## config.mk

```make
export PLATFORM = sky130hd
export DESIGN_NAME = extint_channel
export DESIGN_NICKNAME = d
export VERILOG_FILES = /design/src/rtl/extint_pkg.sv /design/src/rtl/extint_sync.sv /design/src/rtl/extint_detect.sv /design/src/rtl/extint_regs.sv /design/src/rtl/extint_channel.sv
export SDC_FILE = /design/constraint.sdc
export NUM_CORES = 1
export LEC_CHECK = 0
export BUFFER_PORTS_ARGS = -buffer_cell sky130_fd_sc_hd__buf_2
export CORE_AREA = 4 4 41 43
export CTS_BUF_LIST = sky130_fd_sc_hd__clkbuf_8
export DETAILED_ROUTE_END_ITERATION = 10
export DIE_AREA = 0 0 45 47
export MAX_ROUTING_LAYER = met4
export PLACE_DENSITY = 0.73
export SYNTH_ARGS = -nofsm -noshare
export SYNTH_HDL_FRONTEND = slang
export SYNTH_HIERARCHICAL = 1
export SYNTH_SLANG_ARGS = --single-unit
```

## constraint.sdc

```tcl
create_clock -name clk -period 0.8 [get_ports clk]
set_input_delay 0.08 -clock clk [delete_from_list [all_inputs] [get_ports clk]]
set_output_delay 0.08 -clock clk [all_outputs]
set_load 0.02 [all_outputs]
```

## src/rtl/extint_pkg.sv

```systemverilog
// Shared constants for the external interrupt channel.
// Assumes: the register layout below is fixed by software.
package extint_pkg;
    localparam int REG_W      = 8;
    localparam int BIT_MODE   = 0;
    localparam int BIT_MASK   = 1;
    localparam int BIT_ACK    = 2;
    localparam int VEC_W      = 16;
    localparam logic [VEC_W-1:0] VEC_DEFAULT = 16'hFFFA;
endpackage

```

## src/rtl/extint_sync.sv

```systemverilog
// Multi-flop synchronizer for an asynchronous level.
// Assumes: the input idles at logic 1 (active-low pin), so reset loads 1s
// to avoid a false edge after reset.
module extint_sync #(
    parameter int STAGES = 2
) (
    input  logic clk,
    input  logic rst_n,
    input  logic async_i,
    output logic sync_o
);
    logic [STAGES-1:0] chain;

    // Shift the pin level through the flop chain.
    always_ff @(posedge clk) begin
        if (!rst_n) chain <= '1;
        else        chain <= {chain[STAGES-2:0], async_i};
    end

    assign sync_o = chain[STAGES-1];
endmodule

```

## src/rtl/extint_detect.sv

```systemverilog
// Falling-edge / low-level detector and request latch.
// Assumes: pin_s is already synchronized; the set condition has priority
// over any clear in the same cycle.
module extint_detect (
    input  logic clk,
    input  logic rst_n,
    input  logic pin_s,
    input  logic level_mode,
    input  logic clr_i,
    output logic latch_o
);
    logic prev_s;
    logic fall;
    logic set;

    // Keep the previous synchronized sample for edge detection.
    always_ff @(posedge clk) begin
        if (!rst_n) prev_s <= 1'b1;
        else        prev_s <= pin_s;
    end

    assign fall = prev_s & ~pin_s;
    assign set  = fall | (level_mode & ~pin_s);

    // Request latch: set wins, then clear, else hold.
    always_ff @(posedge clk) begin
        if (!rst_n)     latch_o <= 1'b0;
        else if (set)   latch_o <= 1'b1;
        else if (clr_i) latch_o <= 1'b0;
    end

    assert_set_wins_R7: assert property (@(posedge clk) disable iff (!rst_n)
        set |=> latch_o);
    assert_clear_R5: assert property (@(posedge clk) disable iff (!rst_n)
        (clr_i && !set) |=> !latch_o);
    assert_no_spurious_R1: assert property (@(posedge clk) disable iff (!rst_n)
        (!latch_o && !set) |=> !latch_o);
endmodule

```

## src/rtl/extint_regs.sv

```systemverilog
// Control register: trigger mode and mask bits, plus a write-only acknowledge.
// Assumes: a single register selected by the write strobe alone.
module extint_regs
    import extint_pkg::*;
(
    input  logic             clk,
    input  logic             rst_n,
    input  logic             wr_i,
    input  logic [REG_W-1:0] wdata_i,
    output logic             mode_o,
    output logic             mask_o,
    output logic             ack_wr_o,
    output logic [REG_W-1:0] rdata_o
);
    // Store the mode and mask bits on a write.
    always_ff @(posedge clk) begin
        if (!rst_n) begin
            mode_o <= 1'b0;
            mask_o <= 1'b0;
        end else if (wr_i) begin
            mode_o <= wdata_i[BIT_MODE];
            mask_o <= wdata_i[BIT_MASK];
        end
    end

    // The acknowledge is a one-cycle pulse taken from the write.
    assign ack_wr_o = wr_i & wdata_i[BIT_ACK];

    // Read back: the acknowledge bit and the unused bits read as 0.
    always_comb begin
        rdata_o           = '0;
        rdata_o[BIT_MODE] = mode_o;
        rdata_o[BIT_MASK] = mask_o;
    end

    assert_write_R8: assert property (@(posedge clk) disable iff (!rst_n)
        wr_i |=> (mode_o == $past(wdata_i[BIT_MODE])) && (mask_o == $past(wdata_i[BIT_MASK])));
endmodule

```

## src/rtl/extint_channel.sv

```systemverilog
// Top of the single-pin external interrupt channel: synchronizer, detector
// and latch, and control register; drives a masked request and a vector.
// Assumes: pin_n is asynchronous and active low; vec_ack is a one-cycle
// strobe in the clk domain.
module extint_channel
    import extint_pkg::*;
#(
    parameter int               SYNC_STAGES = 2,
    parameter logic [VEC_W-1:0] VEC_ADDR    = VEC_DEFAULT
) (
    input  logic             clk,
    input  logic             rst_n,
    input  logic             pin_n,
    input  logic             reg_wr,
    input  logic [REG_W-1:0] reg_wdata,
    output logic [REG_W-1:0] reg_rdata,
    input  logic             vec_ack,
    output logic             irq_req,
    output logic [VEC_W-1:0] vec_addr
);
    logic pin_s;
    logic mode;
    logic mask;
    logic ack_wr;
    logic latch;

    extint_sync #(.STAGES(SYNC_STAGES)) sync_i (
        .clk(clk), .rst_n(rst_n), .async_i(pin_n), .sync_o(pin_s)
    );

    extint_regs regs_i (
        .clk(clk), .rst_n(rst_n), .wr_i(reg_wr), .wdata_i(reg_wdata),
        .mode_o(mode), .mask_o(mask), .ack_wr_o(ack_wr), .rdata_o(reg_rdata)
    );

    extint_detect det_i (
        .clk(clk), .rst_n(rst_n), .pin_s(pin_s), .level_mode(mode),
        .clr_i(ack_wr | vec_ack), .latch_o(latch)
    );

    // The mask gates only the output, so the latch keeps pending events.
    assign irq_req  = latch & ~mask;
    assign vec_addr = VEC_ADDR;

    assert_mask_R4: assert property (@(posedge clk) disable iff (!rst_n)
        mask |-> !irq_req);
    assert_vec_clear_R6: assert property (@(posedge clk) disable iff (!rst_n)
        (vec_ack && pin_s && !mode && !$past(pin_s == 1'b0)) |=> !irq_req);
endmodule

```

# --- Yosys cells after proc, flatten, opt, wreduce, memory -nomap -nowiden ---
# Index checks and enable logic that the tools add are counted.
classes:
  muxes: 2
  bitwise: 8
  n_reduce_logical: 1
op_table:
  columns: ["op", "n"]
  rows:
  - ["$and 1x1->1", 4]
  - ["$mux 1", 2]
  - ["$not 1->1", 2]
  - ["$or 1x1->1", 2]
  - ["$reduce_bool 2->1", 1]
word_totals:
  regBits: 6
  inputBits: 13
  output_inout_bits: 25
  wordCells: 16

# --- Depth between registers and ports, before layout ---
# Gate-level depths: netlist of the first run.
logic_depth:
  ltp_word: 4
  mapped_depth: 4
  mapped_depth_nobuf: 4

# --- Modules after synthesis ---
# Netlist of the first run, hierarchy kept.
by_module_without_submodules:
  columns: ["mod", "instances", "cells_each", "area_each_um2", "seq_area_each_um2"]
  rows:
  - ["extint_regs", 1, 16, 143.9, 40.0]
  - ["extint_channel", 1, 20, 140.1, 0.0]
  - ["extint_detect", 1, 6, 73.8, 40.0]
  - ["extint_sync", 1, 4, 52.6, 40.0]

# --- Worst setup path before layout of the first run ---
# OpenSTA, ideal clock, no wires.
synth_path:
  path_type: "register to output"
  startpoint: "register det_i.latch_o"
  endpoint: "output irq_req"
  arrival_time_ns: 0.635
  required_ns: 0.720
  path_slack_ns: 0.085
  path_stages_with_launch: 2
  path_buffers: 0
  cell_sequence: "dfxtp_1 > nor2b_1"
synth_between:
  elab_chain_cells: 1
synth_lines:
  columns: ["item", "line", "rtl"]
  rows:
  - ["start, declared", "extint_detect.sv:10", "output logic latch_o"]
  - ["start signal, assigned", "extint_detect.sv:27", "if (!rst_n) latch_o <= 1'b0;"]
  - ["start signal, assigned", "extint_detect.sv:28", "else if (set) latch_o <= 1'b1;"]
  - ["start signal, assigned", "extint_detect.sv:29", "else if (clr_i) latch_o <= 1'b0;"]
  - ["$and 1x1->1", "extint_channel.sv:42", "assign irq_req = latch & ~mask;"]
  - ["end, declared", "extint_channel.sv:18", "output logic irq_req,"]
# No other way between the ends.

# --- Final worst setup path of the first run ---
# Ends and elaborated chain as after synthesis.

==> run_summary.xml, run 1 <==
<?xml version="1.0" encoding="UTF-8"?>
<metrics>
  <group name="global_route">
    <metric name="antenna_found_initial" unit="">0</metric>
    <metric name="pin_count_of_the_biggest_net_entering_global_routing" unit="">7</metric>
    <metric name="grt_pass1_vias" unit="">187</metric>
    <metric name="grt_first_pass_wirelength" unit="um">779</metric>
    <metric name="track_usage" unit="%">5.805</metric>
    <metric name="globalRouteOverflowTotal" unit="">0</metric>
  </group>
  <group name="setup_path">
    <metric name="timing.critical_path.cells" unit="">nor2b_4 &gt; buf_6</metric>
    <metric name="r2r_cells" unit="">2</metric>
    <metric name="cp_data_required_time" unit="ps">720</metric>
    <metric name="endpoint_kind" unit="">output pin</metric>
    <metric name="cp_max_fo" unit="">2</metric>
    <metric name="criticalPathCategory" unit="">flip-flop to output pin</metric>
    <metric name="worstSetupEndpoint" unit="">irq_req</metric>
    <metric name="timing.critical_path.from" unit="">det_i/latch_o</metric>
    <metric name="worst_path_max_delay_cell" unit="">dfxtp_2</metric>
    <metric name="worst_ep_arrival_time" unit="ps">780</metric>
    <metric name="critPathMaxStageDelay" unit="ps">310</metric>
    <metric name="regToRegEndpoint" unit="">regs_i/mask_o</metric>
    <metric name="setup.worst_path.start_class" unit="">flip-flop</metric>
    <metric name="rrSetupSlack" unit="ps">170</metric>
    <metric name="reg2reg_from" unit="">regs_i/mask_o</metric>
  </group>
  <group name="die">
    <metric name="ios" unit="">38</metric>
    <metric name="fp-row-count" unit="">13</metric>
    <metric name="placeableCoreArea" unit="mm2">0.001301</metric>
    <metric name="fp.dieH" unit="um">47</metric>
    <metric name="die_w" unit="um">45</metric>
    <metric name="floorplan.die_area" unit="mm2">0.002115</metric>
    <metric name="floorplan.initialDensity" unit="%">31.54</metric>
  </group>
  <group name="clock_tree">
    <metric name="clockBufferDepth" unit="">2</metric>
    <metric name="ctsHtreeMaxLevel" unit="">1</metric>
    <metric name="tritoncts" unit="">built</metric>
    <metric name="cts.sink_count" unit="">6</metric>
    <metric name="clock_input_transition_at_the_sequential_cells_of_the_worst_setup_and_hold_paths" unit="ps">30</metric>
    <metric name="clk-insertion-delay-late" unit="ps">220</metric>
    <metric name="cts.root.buffer_cell" unit="">clkbuf_8</metric>
    <metric name="clock_buffer_count_from_cts" unit="">3</metric>
  </group>
  <group name="final_layout">
    <metric name="syn_to_final_growth" unit="%">7.927</metric>
    <metric name="antenna_diode_count" unit="">0</metric>
    <metric name="final_net_count" unit="">70</metric>
    <metric name="finish.utilization" unit="%">34.04</metric>
    <metric name="drive_above_1_share" unit="%">38.18</metric>
    <metric name="multiInputGateArea" unit="um2">188.9</metric>
    <metric name="seqCellArea" unit="um2">123.9</metric>
    <metric name="fillerInstances" unit="">138</metric>
  </group>
  <group name="logic_synthesis">
    <metric name="post_synth.cell_area_avg" unit="um2">8.922</metric>
    <metric name="yosys_register_bits" unit="">6</metric>
    <metric name="seq_area_frac_synth" unit="%">29.27</metric>
    <metric name="yosysWarnings" unit="">6</metric>
    <metric name="synthesized_netlist_cell_count" unit="">46</metric>
    <metric name="synth_cell_area" unit="um2">410.4</metric>
    <metric name="synthDistinctLibCells" unit="">12</metric>
  </group>
  <group name="sta">
    <metric name="rsz_0062_raised_after_global_routing" unit="">true</metric>
    <metric name="worst_case_clock_skew" unit="ps">1.590</metric>
    <metric name="clock.fmax" unit="GHz">1.167</metric>
    <metric name="timing.setup.tns" unit="ps">-74.93</metric>
    <metric name="timing.final.crit_share" unit="%">107.1</metric>
    <metric name="finalWorstPathRequiredPeriod" unit="ps">857.2</metric>
    <metric name="layout_setup_ws" unit="ps">-57.18</metric>
    <metric name="slew_viol_final" unit="">0</metric>
    <metric name="setup-violations-final" unit="">2</metric>
    <metric name="timing_hold_violations_final" unit="">0</metric>
  </group>
  <group name="pwr">
    <metric name="power.density" unit="mW/mm2">2111</metric>
    <metric name="p_total" unit="uW">935.2</metric>
    <metric name="power.static_leakage" unit="uW">0.0002402</metric>
    <metric name="irDropWorstVdd" unit="mV">1.436</metric>
  </group>
  <group name="drt">
    <metric name="via_per_inst" unit="">3.414</metric>
    <metric name="final_antenna_net_count" unit="">0</metric>
    <metric name="drc" unit="">0</metric>
    <metric name="via_count" unit="">239</metric>
    <metric name="routedWlPerCell" unit="um">7.957</metric>
    <metric name="drt_iter0_markers" unit="">2</metric>
    <metric name="drt-total-wl" unit="um">557</metric>
    <metric name="firstDrtPassIters" unit="">2</metric>
  </group>
  <group name="job">
    <metric name="max_cap_violations" unit="">0</metric>
  </group>
  <group name="placement">
    <metric name="place_ws" unit="ps">-44.53</metric>
    <metric name="portBuffers" unit="">10</metric>
    <metric name="gp_congestion" unit="">0.6458</metric>
    <metric name="dp_hpwl" unit="um">459.5</metric>
  </group>
  <group name="run_status">
    <metric name="failing_checks" unit="">negative setup slack</metric>
    <metric name="outcome" unit="">finished, violations left</metric>
  </group>
  <group name="worst_hold_path">
    <metric name="holdCritPathClass" unit="">primary input to flip-flop</metric>
    <metric name="worstHoldPathCells" unit="">2</metric>
  </group>
</metrics>
[worst min-delay path by stage]
| stage | from | slack (ps) | end |
|---|---|---|---|
| finish | pin_n | 50 | sync_i/chain[0] |
| global route | pin_n | 70 | sync_i/chain[0] |
| CTS | pin_n | 40 | sync_i/chain[0] |
| detailed placement | pin_n | 270 | sync_i/chain[0] |
| global placement | pin_n | 260 | sync_i/chain[0] |
| floorplan | rst_n | 150 | sync_i/chain[0] |
[layout make-up]
cell class,count,share of cell area (%)
tap,15,4.237
timing repair buffer,11,15.82
multi-input combinational,35,42.66
clock buffer,3,9.322
sequential,6,27.97
[critical path: cells and delay by family, from the launching register on]
family / cells / cell delay, ps
simple gates: 1 / 130
flops: 1 / 310
buf+inv: 1 / 120
[per-layer routing]
metal,up-vias,GRT usage (%),wire (um)
met5,-,-,0
met4,0,1.754,0
met3,0,5.747,137
met2,25,8.475,236
met1,102,5.263,182
li1,112,-,-
[sequential cells by signal, indices dropped and copies added, names as in the netlist]
signal,cells
regs_i/mode_o,1
det_i/latch_o,1
sync_i/chain,2
det_i/prev_s,1
regs_i/mask_o,1
[cell usage after synthesis, drive strengths merged]
cell type   n  area share, %
buf        24             44
dfxtp       6             29
conb        3            2.7
nand2b      3            6.4
nor2b       3            4.6
mux2i       2            4.9
and2        1            1.8
nand3b      1            1.8
nor2        1           0.91
o21ai       1            2.1
or2         1            1.5
[where the power goes]
group | total [uW] | internal (uW) | switching (uW)
clock | 441 | 322 | 119
combinational | 169 | 45.6 | 124
sequential | 325 | 317 | 8.36
total | 935 | 684 | 251
[cell usage in the layout, fill, tap and decap left out, drive strengths merged]
cell type | netlist | layout
nand3b | 1 | 1
and2 | 1 | 1
clkbuf | 0 | 3
o21ai | 1 | 1
or2 | 1 | 1
nor2b | 3 | 3
conb | 3 | 22
nand2b | 3 | 3
nor2 | 1 | 1
dfxtp | 6 | 6
mux2i | 2 | 2
buf | 24 | 11
[metrics by stage]
stage	area, um2	instances	hold WS, ps
2_1_floorplan	481.7	65	153.0
3_3_place_gp	377.9	67	260.0
3_5_place_dp	377.9	67	267.3
4_1_cts	442.9	70	39.92
5_1_grt	442.9	70	68.69
6_report	442.9	70	46.47
[logic make-up after synthesis]
| kind of cell | count (synthesis) | synth area share, % |
|---|---|---|
| mux | 2 | 4.878 |
| compound gates | 1 | 2.135 |
| simple gates | 10 | 17.07 |
| other cells | 3 | 2.744 |
| flops | 6 | 29.27 |
| buf+inv | 24 | 43.90 |
[what timing repair did]
item	in CTS	in global routing
resized for setup	8	0
setup endpoints to repair	3	2
hold buffers	0	0
setup buffers	0	0
Power figures use the tool's default switching activity.
==> inputs of run 2 (changes only) <==
clock period = 1.1 ns   (was 0.8 ns; I/O delays follow)
==> run_summary.xml, run 2 (synthesis gave the netlist of run 1 again) <==
<?xml version="1.0" encoding="UTF-8"?>
<metrics>
  <group name="pwr">
    <metric name="power.static_leakage" unit="uW">0.0002316</metric>
    <metric name="power.density" unit="mW/mm2">1624</metric>
    <metric name="irDropWorstVdd" unit="mV">0.8957</metric>
  </group>
  <group name="global_route">
    <metric name="globalRoute.busiestLayer" unit="">met2</metric>
    <metric name="grt_first_pass_wirelength" unit="um">696</metric>
    <metric name="pin_count_of_the_biggest_net_entering_global_routing" unit="">7</metric>
    <metric name="grtUsageMet3" unit="%">6.897</metric>
    <metric name="use_met1" unit="%">4.110</metric>
    <metric name="track_usage" unit="%">5.556</metric>
    <metric name="grt_pass1_vias" unit="">175</metric>
    <metric name="groute.layer.met2.usage" unit="%">8.192</metric>
    <metric name="antenna_found_initial" unit="">0</metric>
    <metric name="globalRouteOverflowTotal" unit="">0</metric>
  </group>
  <group name="clock_tree">
    <metric name="cts.root.buffer_cell" unit="">clkbuf_8</metric>
    <metric name="tritoncts" unit="">built</metric>
    <metric name="cts-hold-fix-buffers" unit="">0</metric>
    <metric name="cts.sink_count" unit="">6</metric>
    <metric name="ctsHtreeMaxLevel" unit="">1</metric>
    <metric name="cts_setup_buffers" unit="">0</metric>
    <metric name="ctsResizeCount" unit="">0</metric>
    <metric name="clk-insertion-delay-late" unit="ps">220</metric>
    <metric name="clock_input_transition_at_the_sequential_cells_of_the_worst_setup_and_hold_paths" unit="ps">40</metric>
    <metric name="clockBufferDepth" unit="">2</metric>
    <metric name="clock_buffer_count_from_cts" unit="">3</metric>
  </group>
  <group name="drt">
    <metric name="drc" unit="">0</metric>
    <metric name="firstDrtPassIters" unit="">2</metric>
    <metric name="final_antenna_net_count" unit="">0</metric>
    <metric name="via_count" unit="">229</metric>
    <metric name="routedWlPerCell" unit="um">7.841</metric>
    <metric name="via_per_inst" unit="">3.319</metric>
    <metric name="drt-total-wl" unit="um">541</metric>
    <metric name="drt_iter0_markers" unit="">2</metric>
  </group>
  <group name="setup_path">
    <metric name="worst_ep_arrival_time" unit="ps">820</metric>
    <metric name="timing.critical_path.cells" unit="">nor2b_1 &gt; buf_2</metric>
    <metric name="endpoint_kind" unit="">output pin</metric>
    <metric name="criticalPathCategory" unit="">flip-flop to output pin</metric>
    <metric name="setup.worst_path.start_class" unit="">flip-flop</metric>
    <metric name="cp_data_required_time" unit="ps">990</metric>
    <metric name="worst_path_max_delay_cell" unit="">dfxtp_1</metric>
    <metric name="critPathMaxStageDelay" unit="ps">310</metric>
    <metric name="cp_max_fo" unit="">2</metric>
  </group>
  <group name="sta">
    <metric name="clock.fmax" unit="GHz">1.075</metric>
    <metric name="timing.setup.tns" unit="ps">0</metric>
    <metric name="timing_hold_violations_final" unit="">0</metric>
    <metric name="slew_viol_final" unit="">0</metric>
    <metric name="timing.final.crit_share" unit="%">84.55</metric>
    <metric name="worst_case_clock_skew" unit="ps">1.109</metric>
    <metric name="setup-violations-final" unit="">0</metric>
    <metric name="rsz_0062_raised_after_global_routing" unit="">false</metric>
    <metric name="finalWorstPathRequiredPeriod" unit="ps">930.1</metric>
    <metric name="worst_case_hold_slack" unit="ps">76.15</metric>
  </group>
  <group name="die">
    <metric name="die_w" unit="um">45</metric>
    <metric name="floorplan.die_area" unit="mm2">0.002115</metric>
    <metric name="placeableCoreArea" unit="mm2">0.001301</metric>
    <metric name="fp-row-count" unit="">13</metric>
    <metric name="fp.dieH" unit="um">47</metric>
    <metric name="ios" unit="">38</metric>
    <metric name="floorplan.initialDensity" unit="%">31.54</metric>
  </group>
  <group name="placement">
    <metric name="dp_hpwl" unit="um">462.7</metric>
    <metric name="gp_congestion" unit="">0.6609</metric>
    <metric name="portBuffers" unit="">10</metric>
  </group>
  <group name="final_layout">
    <metric name="flip_flop_count_of_the_largest_register_all_copies_and_words_added" unit="">2</metric>
    <metric name="drive_above_1_share" unit="%">29.63</metric>
    <metric name="syn_to_final_growth" unit="%">0.3048</metric>
    <metric name="fillerInstances" unit="">143</metric>
    <metric name="final_net_count" unit="">69</metric>
    <metric name="regMostFlops" unit="">sync_i/chain</metric>
    <metric name="layout_commonest_cell" unit="">conb_1</metric>
    <metric name="highest_count_cells_in_the_layout_ignoring_fill_and_taps" unit="">conb_1 (22), buf_2 (10), dfxtp_1 (6), nor2b_1 (3), clkbuf_8 (3)</metric>
    <metric name="antenna_diode_count" unit="">0</metric>
  </group>
  <group name="run_status">
    <metric name="outcome" unit="">completed</metric>
  </group>
  <group name="job">
    <metric name="max_cap_violations" unit="">0</metric>
  </group>
  <group name="worst_hold_path">
    <metric name="holdCritPathClass" unit="">primary input to flip-flop</metric>
  </group>
</metrics>
run 2: changes by cell type in the layout (fill, tap and decap cells not counted):
cell,before,now
buf_2,8,10
buf_6,2,0
dfxtp_1,3,6
dfxtp_2,3,0
buf_4,1,0
nor2b_1,2,3
nor2b_4,1,0
run 2: final cells by class:
class	count	area, um2	area share [%]
clock buffer	3	41.29	10.03
multi-input combinational	35	181.4	44.07
sequential	6	120.1	29.18
tap	15	18.77	4.559
timing repair buffer	10	50.05	12.16
run 2: worst max-delay path, delay by kind of cell (launching register included):
family,cells,cell delay [ps]
buffers and inverters,1,170
AND/OR/NAND/NOR,1,120
flip-flops,1,310
run 2: worst paths after layout:
path	startpoint	to	slack (ps)	cells past startpoint
worst min-delay path	pin_n	sync_i/chain[0]	80	2
worst max-delay path	det_i/latch_o	irq_req	170	2
worst min register to register	sync_i/chain[0]	sync_i/chain[1]	400	1
worst max register to register	regs_i/mode_o	regs_i/mode_o	480	2
run 2: metal layers:
| layer | part of all wire, % | wire length, um | up-vias |
|---|---|---|---|
| li1 | - | - | 109 |
| met1 | 31 | 170 | 95 |
| met2 | 42 | 225 | 25 |
| met3 | 27 | 146 | 0 |
| met4 | 0 | 0 | 0 |
| met5 | 0 | 0 | - |
run 2: per-stage QoR:
step | setup WS (ps) | instance area (um2) | std cells | power, uW | util [%]
finish | 169.9 | 411.6 | 69 | 668.4 | 31.63
global route | 91.98 | 411.6 | 69 | 720.1 | 31.63
CTS | 141.3 | 411.6 | 69 | 684.1 | 31.63
detailed placement | 193.3 | 370.4 | 66 | 350.1 | 28.46
global placement | 216.4 | 370.4 | 66 | 348.2 | 28.46
floorplan | 355.5 | 481.7 | 65 | 391.7 | -
run 2: power by group:
group          switching (uW)  internal (uW)
registers                4.14            229
logic                    89.3           25.7
clock network            85.9            234
total                     179            489
